[src/rtl/biquad_pkg.sv]
package biquad_pkg;
  localparam int DATA_W_D  = 16;
  localparam int COEF_W_D  = 18;
  localparam int ACC_W_D   = 40;
  localparam int STATE_W_D = 22;
  localparam int FRAC_W_D  = 15;
  // Q2.15 integer coefficients; feedback terms stored as magnitudes
  localparam int B0_Q_D = 2759;
  localparam int B1_Q_D = 5518;
  localparam int A1_Q_D = 33695;
  localparam int A2_Q_D = 11964;
endpackage

[src/rtl/biquad_round_sat.sv]
module biquad_round_sat #(
  parameter int IN_W  = 40,
  parameter int OUT_W = 16,
  parameter int SHIFT = 15
) (
  input  logic signed [IN_W-1:0]  acc_i,
  output logic signed [OUT_W-1:0] res_o
);
  localparam logic signed [IN_W-1:0] HALF = IN_W'(1) <<< (SHIFT-1);
  localparam logic signed [IN_W-1:0] MAXV = {{(IN_W-OUT_W+1){1'b0}}, {(OUT_W-1){1'b1}}};
  localparam logic signed [IN_W-1:0] MINV = ~MAXV;
  localparam logic signed [OUT_W-1:0] MAX_O = {1'b0, {(OUT_W-1){1'b1}}};
  localparam logic signed [OUT_W-1:0] MIN_O = {1'b1, {(OUT_W-1){1'b0}}};

  logic signed [IN_W-1:0] rs;

  always_comb begin
    rs = (acc_i + HALF) >>> SHIFT;
    if (rs > MAXV)      res_o = MAX_O;
    else if (rs < MINV) res_o = MIN_O;
    else                res_o = rs[OUT_W-1:0];
  end
endmodule

[src/rtl/biquad_fb.sv]
module biquad_fb #(
  parameter int DATA_W  = 16,
  parameter int COEF_W  = 18,
  parameter int STATE_W = 22,
  parameter int ACC_W   = 40,
  parameter int FRAC_W  = 15,
  parameter int A1_Q    = 33695,
  parameter int A2_Q    = 11964
) (
  input  logic signed [DATA_W-1:0]  x_i,
  input  logic signed [STATE_W-1:0] w1_i,
  input  logic signed [STATE_W-1:0] w2_i,
  output logic signed [ACC_W-1:0]   acc_o
);
  localparam logic signed [COEF_W-1:0] A1_C = COEF_W'(A1_Q);
  localparam logic signed [COEF_W-1:0] A2_C = COEF_W'(A2_Q);
  localparam logic signed [ACC_W-1:0]  A1_E = ACC_W'(A1_C);
  localparam logic signed [ACC_W-1:0]  A2_E = ACC_W'(A2_C);

  logic signed [ACC_W-1:0] x_e, w1_e, w2_e;

  assign x_e  = {{(ACC_W-DATA_W){x_i[DATA_W-1]}}, x_i};
  assign w1_e = {{(ACC_W-STATE_W){w1_i[STATE_W-1]}}, w1_i};
  assign w2_e = {{(ACC_W-STATE_W){w2_i[STATE_W-1]}}, w2_i};

  // poles: denominator 1 - a1 z^-1 + a2 z^-2
  assign acc_o = (x_e <<< FRAC_W) + A1_E * w1_e - A2_E * w2_e;
endmodule

[src/rtl/biquad_ff.sv]
module biquad_ff #(
  parameter int COEF_W  = 18,
  parameter int STATE_W = 22,
  parameter int ACC_W   = 40,
  parameter int B0_Q    = 2759,
  parameter int B1_Q    = 5518
) (
  input  logic signed [STATE_W-1:0] w0_i,
  input  logic signed [STATE_W-1:0] w1_i,
  input  logic signed [STATE_W-1:0] w2_i,
  output logic signed [ACC_W-1:0]   acc_o
);
  localparam logic signed [COEF_W-1:0] B0_C = COEF_W'(B0_Q);
  localparam logic signed [COEF_W-1:0] B1_C = COEF_W'(B1_Q);
  localparam logic signed [ACC_W-1:0]  B0_E = ACC_W'(B0_C);
  localparam logic signed [ACC_W-1:0]  B1_E = ACC_W'(B1_C);

  logic signed [ACC_W-1:0] w0_e, w1_e, w2_e;

  assign w0_e = {{(ACC_W-STATE_W){w0_i[STATE_W-1]}}, w0_i};
  assign w1_e = {{(ACC_W-STATE_W){w1_i[STATE_W-1]}}, w1_i};
  assign w2_e = {{(ACC_W-STATE_W){w2_i[STATE_W-1]}}, w2_i};

  generate
    if (B1_Q == 2 * B0_Q) begin : g_shared
      // symmetric numerator with b1 = 2*b0: single multiplier
      assign acc_o = B0_E * (w0_e + (w1_e <<< 1) + w2_e);
    end else begin : g_full
      assign acc_o = B0_E * (w0_e + w2_e) + B1_E * w1_e;
    end
  endgenerate
endmodule

[src/rtl/biquad_df2.sv]
module biquad_df2
  import biquad_pkg::*;
#(
  parameter int DATA_W  = DATA_W_D,
  parameter int COEF_W  = COEF_W_D,
  parameter int ACC_W   = ACC_W_D,
  parameter int STATE_W = STATE_W_D,
  parameter int FRAC_W  = FRAC_W_D,
  parameter int B0_Q    = B0_Q_D,
  parameter int B1_Q    = B1_Q_D,
  parameter int A1_Q    = A1_Q_D,
  parameter int A2_Q    = A2_Q_D
) (
  input  logic              clk_i,
  input  logic              rst_ni,
  input  logic              valid_i,
  input  logic [DATA_W-1:0] x_i,
  output logic              valid_o,
  output logic [DATA_W-1:0] y_o
);
  logic signed [STATE_W-1:0] w1_q, w2_q, w_new;
  logic signed [ACC_W-1:0]   fb_acc, ff_acc;
  logic signed [DATA_W-1:0]  y_new;

  biquad_fb #(
    .DATA_W(DATA_W), .COEF_W(COEF_W), .STATE_W(STATE_W), .ACC_W(ACC_W),
    .FRAC_W(FRAC_W), .A1_Q(A1_Q), .A2_Q(A2_Q)
  ) u_fb (
    .x_i  (x_i),
    .w1_i (w1_q),
    .w2_i (w2_q),
    .acc_o(fb_acc)
  );

  biquad_round_sat #(.IN_W(ACC_W), .OUT_W(STATE_W), .SHIFT(FRAC_W)) u_w_rs (
    .acc_i(fb_acc),
    .res_o(w_new)
  );

  biquad_ff #(
    .COEF_W(COEF_W), .STATE_W(STATE_W), .ACC_W(ACC_W), .B0_Q(B0_Q), .B1_Q(B1_Q)
  ) u_ff (
    .w0_i (w_new),
    .w1_i (w1_q),
    .w2_i (w2_q),
    .acc_o(ff_acc)
  );

  biquad_round_sat #(.IN_W(ACC_W), .OUT_W(DATA_W), .SHIFT(FRAC_W)) u_y_rs (
    .acc_i(ff_acc),
    .res_o(y_new)
  );

  always_ff @(posedge clk_i or negedge rst_ni) begin
    if (!rst_ni) begin
      w1_q    <= '0;
      w2_q    <= '0;
      y_o     <= '0;
      valid_o <= 1'b0;
    end else begin
      valid_o <= valid_i;
      if (valid_i) begin
        w2_q <= w1_q;
        w1_q <= w_new;
        y_o  <= y_new;
      end
    end
  end
endmodule

[config.mk]
export PLATFORM = sky130hd
export DESIGN_NAME = biquad_df2
export DESIGN_NICKNAME = d
export VERILOG_FILES = /design/src/rtl/biquad_pkg.sv /design/src/rtl/biquad_round_sat.sv /design/src/rtl/biquad_fb.sv /design/src/rtl/biquad_ff.sv /design/src/rtl/biquad_df2.sv
export SDC_FILE = /design/constraint.sdc
export NUM_CORES = 1
export LEC_CHECK = 0
export ABC_AREA = 1
export BUFFER_PORTS_ARGS = -buffer_cell sky130_fd_sc_hd__buf_2
export CORE_MARGIN = 2
export CORE_UTILIZATION = 55
export DETAILED_ROUTE_END_ITERATION = 7
export HOLD_SLACK_MARGIN = 0.03
export PLACE_DENSITY_LB_ADDON = 0.08
export RECOVER_POWER = 50
export SLEW_MARGIN = 20
export SYNTH_ARGS = -nofsm -noshare
export SYNTH_HDL_FRONTEND = slang
export SYNTH_SLANG_ARGS = --single-unit
[constraint.sdc]
create_clock -name clk_i -period 27.9 [get_ports clk_i]
set_input_delay 5.58 -clock clk_i [delete_from_list [all_inputs] [get_ports clk_i]]
set_output_delay 5.58 -clock clk_i [all_outputs]
set_load 0.01 [all_outputs]
==> metrics.csv <==
metric,value,unit
reg2reg_to,y_o[12]$_DFFE_PN0P_,
clock.fmax,0.0525,GHz
fp.dieArea,0.0493,mm^2
setup_ws,8.84,ns
grt_max_degree,64,
ys_types,51,
grt_overflow,0,
end_kind,register,
grt_pass1_vias,20800,
cts_made_buffers,9,
r2r_setup_slack,8.84,ns
synth_area_per_cell,8.41,um^2
worstPathRequired,28.19,ns
cpMaxStageDelayCell,dfrtp_1,
cts_setup_buffers,0,
rr_startpoint,w2_q[11]$_DFFE_PN0P_,
layout_min_cycle_time,19.06,ns
clk_latency,0.36,ns
cp_data_arrival_time,19.35,ns
syn-num-nets,4057,
cts.clk_slew.worst_paths,0.07,ns
synth_common_cells,"inv_1 (728), nand2_1 (615), ha_1 (466)",
async_flop_share,100,%
clockBufferDepth,2,
finalHoldViolations,0,
synth_top_cell_by_area,fa_1,
cts_max_level,3,
drt_iter0_drc,1453,
firstDrtPassIters,6,
slew-limit-headroom,-173,%
crit_path_max_incr_delay,0.74,ns
vias_per_cell,5.37,
core,0.0468,mm^2
cts.sinks,61,
rsz0062_at_grt,no,
syn_inst,3109,
cp_max_fo,21,
synth_area_leaders,"fa_1 (35%), ha_1 (22%), inv_1 (10%), nand2_1 (8.8%), dfrtp_1 (5.8%)",
grt_pass1_wl,115,mm
design_area,0.0273,mm^2
violations,"capacitance limit, slew limit",
yosysSeqAreaShare,5.84,%
wl_per_cell,18.9,um
critical_path_class,reg2reg,
drive_above_1_share,3.60,%
drc,0,
io_pins,36,
place_congestion,1.02,
slew_viol_final,122,
placed_area,0.0270,mm^2
maxCapViolations,2,
start_util,55.9,%
dp_hpwl,62.9,mm
synth_top_area_share,35.5,%
cp-start-kind,register,
ys_ff_latch,61,
ant_nets,0,
timing.final.crit_share,68.3,%
tritoncts,built,
num_vias,20100,
finalSetupViolCount,0,
std_cell_rows,79,
whs,0.479,ns
worstSetupEndpoint,y_o[12]$_DFFE_PN0P_,
nNetsFinal,4084,
syn_to_final_growth,4.36,%
grt_use_total,30.3,%
cts_hold_buf,0,
clock_skew,0.0123,ns
io_buffers,35,
synth_most_common_cell,inv_1,
die_y,222,um
reg2reg_depth,69,
antenna_found_initial,1,
place_ws,9.09,ns
tns,0,ns
drt-total-wl,70.8,mm
tightest_slew,4.10,ns
ys.flop_type,dfrtp_1,
netlist_area,0.0261,mm^2
hold_path_class,reg2reg,
status,finished with violations,
cts_root_buf,clkbuf_16,
fp.dieW,222,um
cts_resized,0,
crit_start,w2_q[11]$_DFFE_PN0P_,
synth_edf_count,0,
ys_warn_count,0,
-- per-stage QoR --
step           cells  util (%)
2_1_floorplan   3109         -
3_3_place_gp    3732      57.7
3_5_place_dp    3732      57.7
4_1_cts         3748      58.3
5_1_grt         3749      58.4
6_report        3749      58.4
-- registers in the layout, summed over array words and instances (netlist names) --
signal / cells
w1_q: 22
w2_q: 22
y_o: 16
valid_o: 1
-- worst max-delay path: cells and delay by family (launching register included) --
family | cells | cell delay [ns]
xor+xnor | 2 | 0.71
simple gates | 26 | 4.02
flops | 1 | 0.74
compound gates | 10 | 2.91
buf+inv | 8 | 0.60
fa+ha+maj | 23 | 9.99
-- routing by layer --
| layer | share of wire [%] | global-route usage [%] | vias up |
|---|---|---|---|
| li1 | - | - | 9550 |
| met5 | 0 | 0 | - |
| met3 | 6.7 | 5.90 | 57 |
| met1 | 48 | 45.3 | 9978 |
| met4 | 1.5 | 5.25 | 0 |
| met2 | 44 | 46.1 | 561 |
-- final cells by class --
class / count / area (um^2)
clock buffers: 9 / 225
repair buffers: 42 / 220
clock inverters: 7 / 73.8
inverters: 749 / 2810
multi-input cells: 2273 / 21700
well taps: 607 / 759
diodes: 1 / 2.50
flip-flops and latches: 61 / 1530
fillers: 4378 / 19500
-- layout by cell type, fill, tap and decap left out, drive strengths merged, types with 14 or more instances in the layout --
| master | netlist | final |
|---|---|---|
| nor3 | 26 | 26 |
| dfrtp | 61 | 61 |
| a21oi | 135 | 135 |
| xor2 | 92 | 92 |
| buf | 15 | 40 |
| o21ai | 94 | 94 |
| nand2 | 621 | 621 |
| nand3 | 57 | 57 |
| nor2 | 190 | 190 |
| fa | 463 | 463 |
| ha | 466 | 466 |
| a31oi | 14 | 14 |
| inv | 748 | 749 |
| xnor2 | 42 | 42 |
| o21bai | 14 | 14 |
-- kinds of logic (layout without fill, tap and decap cells) --
logic type | count (synthesis) | count (layout) | synth area share [%]
compound gates | 287 | 287 | 6.19
other cells | 0 | 1 | 0
fa+ha+maj | 929 | 929 | 57.8
flops | 61 | 61 | 5.84
simple gates | 923 | 923 | 14.1
xor+xnor | 134 | 134 | 4.73
buf+inv | 775 | 807 | 11.3
-- worst min path at each step --
stage / startpoint / end / slack [ns] / cells past startpoint
detailed placement: y_o[9]$_DFFE_PN0P_ / y_o[9]$_DFFE_PN0P_ / 0.46 / 2
CTS: y_o[9]$_DFFE_PN0P_ / y_o[9]$_DFFE_PN0P_ / 0.48 / 2
floorplan: y_o[0]$_DFFE_PN0P_ / y_o[0]$_DFFE_PN0P_ / 0.52 / 2
global placement: y_o[6]$_DFFE_PN0P_ / y_o[6]$_DFFE_PN0P_ / 0.46 / 2
global route: y_o[6]$_DFFE_PN0P_ / y_o[6]$_DFFE_PN0P_ / 0.50 / 2
finish: y_o[9]$_DFFE_PN0P_ / y_o[9]$_DFFE_PN0P_ / 0.48 / 2
Power is left out: the tool's default activity adds up to more than one toggle a clock period on the data nets, which glitch-free logic cannot reach.
